`config.mk`:
```
export PLATFORM = sky130hd
export DESIGN_NAME = exc_entry_ctrl
export DESIGN_NICKNAME = d
export VERILOG_FILES = /design/src/rtl/exc_pkg.sv /design/src/rtl/exc_cause_enc.sv /design/src/rtl/exc_vec_sel.sv /design/src/rtl/exc_entry_ctrl.sv
export SDC_FILE = /design/constraint.sdc
export NUM_CORES = 1
export LEC_CHECK = 0
export BUFFER_PORTS_ARGS = -buffer_cell sky130_fd_sc_hd__buf_2
export CAP_MARGIN = 40
export CORE_MARGIN = 8
export CORE_UTILIZATION = 45
export CTS_BUF_LIST = sky130_fd_sc_hd__clkbuf_8
export DETAILED_ROUTE_END_ITERATION = 7
export PLACE_DENSITY = 0.81
export SLEW_MARGIN = 30
export SYNTH_ARGS = -nofsm -noshare
export SYNTH_HDL_FRONTEND = slang
export SYNTH_HIERARCHICAL = 1
export SYNTH_SLANG_ARGS = --single-unit
```
`constraint.sdc`:
```
create_clock -name clk -period 6.85 [get_ports clk]
set_clock_uncertainty 0.2 [all_clocks]
set_input_delay 0.685 -clock clk [delete_from_list [all_inputs] [get_ports clk]]
set_output_delay 0.685 -clock clk [all_outputs]
set_load 0.03 [all_outputs]
```
`src/rtl/exc_pkg.sv`:
```
package exc_pkg;
  typedef enum logic [3:0] {
    K_INT = 4'd0, K_TLB_MOD = 4'd1, K_TLB_REFILL = 4'd2, K_TLB_INV = 4'd3,
    K_ADDR_ERR = 4'd4, K_SYSCALL = 4'd5, K_BREAK = 4'd6, K_RESV = 4'd7,
    K_COP_UNUSE = 4'd8, K_OVF = 4'd9, K_TRAP = 4'd10
  } exc_kind_e;

  localparam logic [31:0] BOOT_VEC     = 32'hBFC0_0000;
  localparam logic [31:0] BEV_OVF_VEC  = 32'hBFC0_0200;
  localparam logic [31:0] OFS_GENERAL  = 32'h0000_0180;
  localparam logic [31:0] OFS_INTVEC   = 32'h0000_0200;
  localparam logic [31:0] INSN_BYTES   = 32'd4;
endpackage

```
`src/rtl/exc_cause_enc.sv`:
```
module exc_cause_enc
  import exc_pkg::*;
#(
  parameter int CP_W = 2
) (
  input  logic [3:0]      kind,
  input  logic            is_store,
  input  logic [CP_W-1:0] cop,
  output logic [4:0]      code,
  output logic [CP_W-1:0] ce_val,
  output logic            bad_addr,
  output logic            is_tlb
);
  always_comb begin
    code     = 5'h00;
    bad_addr = 1'b0;
    is_tlb   = 1'b0;
    ce_val   = '0;
    case (exc_kind_e'(kind))
      K_INT:        code = 5'h00;
      K_TLB_MOD:    begin code = 5'h01; bad_addr = 1'b1; is_tlb = 1'b1; end
      K_TLB_REFILL,
      K_TLB_INV:    begin code = is_store ? 5'h03 : 5'h02; bad_addr = 1'b1; is_tlb = 1'b1; end
      K_ADDR_ERR:   begin code = is_store ? 5'h05 : 5'h04; bad_addr = 1'b1; end
      K_SYSCALL:    code = 5'h08;
      K_BREAK:      code = 5'h09;
      K_RESV:       code = 5'h0A;
      K_COP_UNUSE:  begin code = 5'h0B; ce_val = cop; end
      K_OVF:        code = 5'h0C;
      K_TRAP:       code = 5'h0D;
      default:      code = 5'h0A;
    endcase
  end
endmodule

```
`src/rtl/exc_vec_sel.sv`:
```
module exc_vec_sel
  import exc_pkg::*;
#(
  parameter int AW = 32
) (
  input  logic [3:0]    kind,
  input  logic          exl,
  input  logic          bev,
  input  logic          iv,
  input  logic [AW-1:0] base,
  output logic [AW-1:0] vec
);
  always_comb begin
    vec = base + AW'(OFS_GENERAL);
    case (exc_kind_e'(kind))
      K_TLB_REFILL: if (!exl) vec = base;
      K_INT:        if (iv)   vec = base + AW'(OFS_INTVEC);
      K_OVF:        if (bev)  vec = AW'(BEV_OVF_VEC);
      default:      ;
    endcase
  end
endmodule

```
`src/rtl/exc_entry_ctrl.sv`:
```
module exc_entry_ctrl
  import exc_pkg::*;
#(
  parameter int AW    = 32,
  parameter int SET_W = 4,
  parameter int CP_W  = 2,
  parameter int VPN_LSB = 13,
  localparam int VPN_W = AW - VPN_LSB
) (
  input  logic             clk,
  input  logic             rst_n,
  input  logic             req_valid,
  input  logic [3:0]       req_kind,
  input  logic             req_store,
  input  logic [AW-1:0]    req_vaddr,
  input  logic [CP_W-1:0]  req_cop,
  input  logic [AW-1:0]    cur_pc,
  input  logic [AW-1:0]    cur_npc,
  input  logic             st_exl,
  input  logic             st_bev,
  input  logic             cause_iv,
  input  logic [AW-1:0]    ebase,
  input  logic [SET_W-1:0] srs_cur,
  input  logic [SET_W-1:0] srs_exc,
  output logic             redir_valid,
  output logic [AW-1:0]    redir_pc,
  output logic [AW-1:0]    redir_npc,
  output logic             cu1_set,
  output logic             exc_we,
  output logic             exc_exl,
  output logic [4:0]       exc_code,
  output logic             bd,
  output logic [CP_W-1:0]  ce,
  output logic [AW-1:0]    epc,
  output logic             badva_we,
  output logic [AW-1:0]    badva,
  output logic             tlb_we,
  output logic [VPN_W-1:0] vpn2,
  output logic             srs_we,
  output logic [SET_W-1:0] srs_pss,
  output logic [SET_W-1:0] srs_css
);
  logic [4:0]      code_c;
  logic [CP_W-1:0] ce_c;
  logic            bad_c, tlb_c;
  logic [AW-1:0]   vec_c;

  exc_cause_enc #(.CP_W(CP_W)) u_enc (
    .kind(req_kind), .is_store(req_store), .cop(req_cop),
    .code(code_c), .ce_val(ce_c), .bad_addr(bad_c), .is_tlb(tlb_c)
  );

  exc_vec_sel #(.AW(AW)) u_vec (
    .kind(req_kind), .exl(st_exl), .bev(st_bev), .iv(cause_iv),
    .base(ebase), .vec(vec_c)
  );

  // next-state
  logic            boot_q, boot_d;
  logic            in_slot;
  logic            swap_ok;
  logic            rv_d, we_d, bw_d, tw_d, sw_d, cu_d;
  logic [AW-1:0]   pc_d;

  always_comb begin
    in_slot = (cur_pc + AW'(INSN_BYTES)) != cur_npc;
    swap_ok = req_valid && !st_exl && !st_bev;
    boot_d  = 1'b0;
    cu_d    = boot_q;
    we_d    = req_valid && !boot_q;
    rv_d    = boot_q || req_valid;
    bw_d    = we_d && bad_c;
    tw_d    = we_d && tlb_c;
    sw_d    = we_d && swap_ok;
    pc_d    = boot_q ? AW'(BOOT_VEC) : vec_c;
  end

  // registers: strobes
  always_ff @(posedge clk or negedge rst_n) begin
    if (!rst_n) begin
      boot_q      <= 1'b1;
      redir_valid <= 1'b0;
      cu1_set     <= 1'b0;
      exc_we      <= 1'b0;
      badva_we    <= 1'b0;
      tlb_we      <= 1'b0;
      srs_we      <= 1'b0;
    end else begin
      boot_q      <= boot_d;
      redir_valid <= rv_d;
      cu1_set     <= cu_d;
      exc_we      <= we_d;
      badva_we    <= bw_d;
      tlb_we      <= tw_d;
      srs_we      <= sw_d;
    end
  end

  // registers: data with explicit enables
  always_ff @(posedge clk or negedge rst_n) begin
    if (!rst_n) begin
      redir_pc  <= '0;
      redir_npc <= '0;
      exc_exl   <= 1'b0;
      exc_code  <= '0;
      bd        <= 1'b0;
      ce        <= '0;
      epc       <= '0;
      badva     <= '0;
      vpn2      <= '0;
      srs_pss   <= '0;
      srs_css   <= '0;
    end else begin
      if (rv_d) begin
        redir_pc  <= pc_d;
        redir_npc <= pc_d + AW'(INSN_BYTES);
      end
      if (we_d) begin
        exc_exl  <= 1'b1;
        exc_code <= code_c;
        bd       <= in_slot;
        ce       <= ce_c;
        epc      <= in_slot ? cur_pc - AW'(INSN_BYTES) : cur_pc;
      end
      if (bw_d) badva <= req_vaddr;
      if (tw_d) vpn2  <= req_vaddr[AW-1:VPN_LSB];
      if (sw_d) begin
        srs_pss <= srs_cur;
        srs_css <= srs_exc;
      end
    end
  end


  pair_gap_chk: assert property (@(posedge clk) disable iff (!rst_n)
    redir_valid |-> (redir_npc == redir_pc + AW'(INSN_BYTES)));


  commit_src_chk: assert property (@(posedge clk) disable iff (!rst_n)
    exc_we |-> ($past(req_valid) && redir_valid && exc_exl));


  swap_gate_chk: assert property (@(posedge clk) disable iff (!rst_n)
    srs_we |-> (exc_we && !$past(st_exl) && !$past(st_bev)));


  addr_gate_chk: assert property (@(posedge clk) disable iff (!rst_n)
    tlb_we |-> (badva_we && exc_we));


  ce_clear_chk: assert property (@(posedge clk) disable iff (!rst_n)
    (exc_we && exc_code != 5'h0B) |-> (ce == '0));


  epc_slot_chk: assert property (@(posedge clk) disable iff (!rst_n)
    (exc_we && !bd) |-> (epc == $past(cur_pc)));


  boot_once_chk: assert property (@(posedge clk) disable iff (!rst_n)
    cu1_set |=> !cu1_set);
endmodule

```
---- Yosys cells after proc, flatten, opt, wreduce, memory -nomap -nowiden ----
Cells that the tools add are included.
storage, ports and cells
  bits in registers ....................... 171
  input port bits ......................... 149
  output and inout bits ................... 170
  word-level logic and storage cells ...... 59
operators by class
  add/sub/neg operators ................... 5
  equal/unequal tests ..................... 10
  mux-type cells .......................... 12
  reduce and logical (&&, ||, !) cells .... 14
operators with widths
  operator                  number
  $mux W32                  5
  $pmux W32 S3              1
  $add A32 B3 Y32 const B   2
  $pmux W5 S9               1
  $add A32 B10 Y32 const B  1
  $add A32 B9 Y32 const B   1
  $ne A32 B32 Y1            1
  $sub A32 B3 Y32 const B   1
  $eq A4 B3 Y1 const B      3
  $eq A4 B4 Y1 const B      3
  $eq A4 B2 Y1 const B      2
  $logic_and A1 B1 Y1       6
  $eq A4 B1 Y1 const B      1
  $logic_not A4 Y1          1
  $mux W1                   4
  $reduce_or A4 Y1          1
  $logic_not A1 Y1          3
  $reduce_or A3 Y1          1
  $mux W2                   1
  $reduce_or A2 Y1          1
  $logic_or A1 B1 Y1        1

---- Depth between registers and ports, before layout ----
  depth after elaboration ................. 5
  mapped depth ............................ 16
  gate-level depth less buffers ........... 16

---- Hierarchy ----
The synthesis kept the hierarchy.
by module, submodules not included
  module          instances  cells each  area an instance (µm²)  seq. area each (µm²)
  exc_entry_ctrl  1          904         9031.2                  4230.3
  exc_vec_sel     1          234         1380.1                  0.0
  exc_cause_enc   1          28          193.9                   0.0

---- Worst setup path before layout ----
OpenSTA, ideal clock, no wires.
  kind .................................... input-to-reg
  start point ............................. input port cause_iv
  end point ............................... register redir_npc[29]
  setup time .............................. 0.087 ns
  arrival time ............................ 4.017 ns
  required time ........................... 6.563 ns
  slack ................................... 2.546 ns
  stages on the path ...................... 12
  buffers on the path ..................... 1
  cell sequence ........................... clkbuf_1 or2_2 a31oi_1 nor3_2 o311ai_0 nand3_1 or4_1 nor4_1 o2111ai_1 nand3b_1 o21ai_1 a22oi_1
between the ends
  cells in the longest elaborated chain, start to end .. 4
ends and longest elaborated chain
  what                  line                   text
  start, declared       exc_entry_ctrl.sv:21   input logic cause_iv,
  $mux W32              exc_vec_sel.sv:17      K_INT: if (iv) vec = base + AW'(OFS_INTVEC);
  $pmux W32 S3          exc_vec_sel.sv:15      case (exc_kind_e'(kind))
  via vec_c[10]         exc_entry_ctrl.sv:46   logic [AW-1:0] vec_c;
  $mux W32              exc_entry_ctrl.sv:75   pc_d = boot_q ? AW'(BOOT_VEC) : vec_c;
  $add A32 B3 Y32       exc_entry_ctrl.sv:116  redir_npc <= pc_d + AW'(INSN_BYTES);
  end signal, assigned  exc_entry_ctrl.sv:116
  end, declared         exc_entry_ctrl.sv:27   output logic [AW-1:0] redir_npc,
The timed path passes the listed nets, and every way through them passes these cells.
A chain may end at the register's enable or synchronous reset.

---- Final worst setup path ----
  start point ............................. input port req_kind[2]
  end point ............................... register redir_npc[30]
between the ends
  cells in the longest elaborated chain, start to end .. 4
  elaborated cells between the ends (all ways) .. 6
  those cells by class .................... 1 x add/sub; 2 x eq/ne; 2 x mux; 1 x reduce/logical
ends and longest elaborated chain
  what                                  line                   text
  start, declared                       exc_entry_ctrl.sv:13   input logic [3:0] req_kind,
  $eq A4 B4 Y1 (tied with other cells)  exc_vec_sel.sv:15
  $pmux W32 S3 *                        exc_vec_sel.sv:15
  via vec_c[12]                         exc_entry_ctrl.sv:46
  $mux W32 *                            exc_entry_ctrl.sv:75
  $add A32 B3 Y32 *                     exc_entry_ctrl.sv:116
Mark *: on every way through the listed nets, which the timed path passes. The rest lies on a longest branch.

==> run_results.csv <==
group,metric,value,unit
route,wire_per_inst,20.1,um
route,vias,10600,
sta,finalHoldViolations,0,
route,route.top_layer_used,"met5",
yosys,synth_edf_count,0,
route,wl_met1,14.0,mm
setup_path,cpMaxStageDelayCell,"o21ai_0",
route,wl_met3,3.07,mm
setup_path,end_kind,"register",
sta,setup-violations-final,0,
global_route,grt_usage,24.4,%
clocking,cts_tree,"done",
route,via_per_inst,5.97,
sta,min_period,4.51,ns
clocking,htree_levels,4,
setup_path,critPathLaunchType,"input port",
global_route,grt_first_pass_wirelength,56.2,mm
yosys,syn_inst,1166,
sta,worst_pin_slew,0.828,ns
floorplan,start_util,45.5,%
route,ant_nets,0,
sta,maxSlewHeadroom,44.2,%
cells_and_area,fin_util,55.1,%
setup_path,critPathKind,"in2reg",
route,firstDrtPassIters,5,
pwr,power_density,230,mW/mm2
yosys,ys_ff_latch,169,
placed_design,dpl_cell_area,0.0124,mm2
cells_and_area,area.sequential,0.00423,mm2
sta,finalMaxSlewViolations,0,
clocking,clk_pin_slew_worst_paths,0.11,ns
global_route,antenna_found_initial,2,
setup_path,cp_max_fo,24,
yosys,ys_types,89,
setup_path,critPathRequiredTime,7.01,ns
floorplan,die-width,170,um
yosys,synthFlopType,"dfrtp_1",
yosys,ys_seq_area_share,39.9,%
placed_design,gp_congestion,0.978,
cells_and_area,fin_nets,1600,
route,dr.first_iter.drc_count,1041,
placed_design,portBuffers,318,
clocking,cts_buffer_depth,2,
sta,tns,0,ns
route,drt_wl_total,35.8,mm
yosys,postSynth.asyncResetShare,100,%
sta,clock.fmax,0.222,GHz
floorplan,fp.dieArea,0.0287,mm2
clocking,clk_latency,0.46,ns
cells_and_area,fill_cells,2113,
sta,whs,0.240,ns
placed_design,dpl.hpwl,27.4,mm
cells_and_area,multi_input_area,0.00593,mm2
hold_path,hold_path_class,"in2reg",
route,drc,0,
setup_path,path_common_cell,"o21ai_0",
job,cap_violations,0,
yosys,yosys_warnings,6,
global_route,grt_pass1_vias,10500,
setup_path,arrival,4.67,ns
clocking,ctsResizeCount,0,
clocking,clock_sinks,169,
floorplan,core-area,0.0233,mm2
global_route,grt-ovfl-total,0,
floorplan,io_pins,319,
clocking,cts_buffers,17,
sta,rsz0062_at_grt,"no",
clocking,root_buffer,"clkbuf_8",
pwr,total_leakage_power,5.66,nW
clocking,postCtsSetupBuffers,0,
route,dr_wl_met2,17.4,mm
yosys,syn-cell-area,0.0106,mm2
pwr,peakVddDrop,0.124,mV
cells_and_area,layout-drive-gt1-share,31.9,%
setup_path,cpPeakStageDelay,0.59,ns
cells_and_area,area_growth,21.2,%
yosys,postSynthNetCount,1320,
clocking,ctsHoldBuffers,1,
yosys,syn_avg_cell_area,9.10,um2
floorplan,num_rows,56,
sta,fin_crit_sh,65.8,%
status,status,"completed",
cells_and_area,fin_area,0.0129,mm2
floorplan,die_h,170,um
global_route,grt_max_degree,70,
setup_path,crit_chain,"buf_2, nor4_4, nand2_1, o21ai_2, nand4_1, o21ai_0, nand3b_1, or2_2, nor4_1, o21ai_0, nor2_1, nand3_1, xor2_1, a211oi_1",
==> stage by stage <==
stage / worst slack [ns] / power (W) / cells
final: 2.34 / 0.00295 / 1779
after global placement: 2.16 / 0.00215 / 1739
after CTS: 2.50 / 0.00297 / 1778
after detailed placement: 2.02 / 0.00218 / 1745
after global routing: 2.08 / 0.00308 / 1778
after floorplan: 2.55 / 0.00183 / 1166
==> final cells by class <==
cell class              instances  share of cell area, %
flip-flops and latches        169                   32.9
inverters                      19                  0.574
multi-input cells             903                   46.2
repair buffers                336                   13.9
clock inverters                15                   1.54
clock buffers                  17                   1.82
well taps                     319                   3.11
diodes                          1                 0.0195
==> final timing paths <==
path	start	to	slack, ns	depth (start not counted)
setup / recovery	req_kind[2]	redir_npc[30]	2.34	14
hold / removal	cur_pc[0]	epc[0]	0.24	3
setup reg to reg	boot_q	redir_npc[29]	3.82	11
hold reg to reg	exc_code[1]	exc_code[1]	0.28	2
max in group asynchronous	rst_n	srs_css[2]	4.59	5
min in group asynchronous	rst_n	redir_pc[1]	0.46	2
==> power by group <==
part | switching (W) | total (W) | internal [W]
sequential | 0.0000744 | 0.00121 | 0.00114
combinational | 0.000645 | 0.000951 | 0.000306
clock | 0.000467 | 0.000785 | 0.000318
total | 0.00119 | 0.00295 | 0.00176
==> worst max-delay path, delay by kind of cell <==
kind | cells | cell delay, ns
AO/OA/AOI/OAI | 4 | 1.24
XOR/XNOR | 1 | 0.18
buffers and inverters | 1 | 0.25
AND/OR/NAND/NOR | 8 | 2.32
==> cells in the mapped netlist, types with 6 or more instances <==
master / number / area (um2)
a211oi_1: 18 / 135
a21o_1: 8 / 60.1
a21oi_1: 48 / 240
a31oi_1: 36 / 225
and2_1: 14 / 87.6
and3_1: 14 / 87.6
and4_1: 15 / 131
buf_2: 13 / 65.1
buf_4: 6 / 45.0
buf_6: 7 / 78.8
clkbuf_1: 43 / 161
dfrtp_1: 168 / 4200
inv_1: 18 / 67.6
mux2_2: 61 / 687
mux2i_1: 31 / 310
nand2_1: 112 / 420
nand2b_1: 16 / 100
nand3_1: 42 / 210
nand3b_1: 9 / 67.6
nand4_1: 16 / 100
nand4b_1: 6 / 52.6
nor2_1: 113 / 424
nor2b_1: 9 / 56.3
nor3_1: 21 / 105
nor4_1: 18 / 113
o211ai_1: 12 / 90.1
o21ai_0: 41 / 205
o21ai_1: 7 / 35.0
o22ai_1: 10 / 62.6
o31ai_1: 12 / 90.1
or3_1: 32 / 200
or4_1: 22 / 165
xnor2_1: 33 / 289
xor2_1: 28 / 245
==> per-layer routing <==
metal  vias up  track usage (%)
li1       4863                -
met1      5065             29.6
met2       599             40.8
met3        92             5.61
met4         4             11.4
met5         -                0
==> sequential cells by signal (all words and copies together) (netlist names), 4 cells and up <==
register / count
redir_npc: 30
exc_code: 5
redir_pc: 32
srs_pss: 4
vpn2: 19
badva: 32
epc: 32
srs_css: 4
==> layout by cell type, fill, tap and decap left out, types with 5 or more instances in the layout <==
master    count
and4_1       15
inv_1        17
a21oi_1      48
nor2_1      113
buf_2       318
a31oi_1      36
dfrtp_1     168
nor4_1       18
nor2b_1       9
and2_1       14
nor3_1       20
nand2_1     112
o21ai_1       7
xor2_1       28
nand2b_1     16
o211ai_1     12
and3_1       14
mux2_2       61
or4_1        22
a21o_1        8
buf_4        12
o31ai_1      12
o21ai_0      41
nand3_1      42
xnor2_1      33
clkbuf_8     17
ha_1          5
nand4_1      16
or2_2         5
nand4b_1      6
a211oi_1     18
nand3b_1      9
o22ai_1      10
or3_1        32
mux2i_1      31
==> kinds of logic after synthesis <==
group / share of synthesized area (%)
AND/OR/NAND/NOR: 25.8
AO/OA/AOI/OAI: 15.0
flip-flops: 39.9
buffers and inverters: 4.20
multiplexers: 9.40
XOR/XNOR: 5.04
adder cells (fa/ha/maj): 0.590
other: 0.0708
No activity file was read; power rests on OpenSTA's default activity.
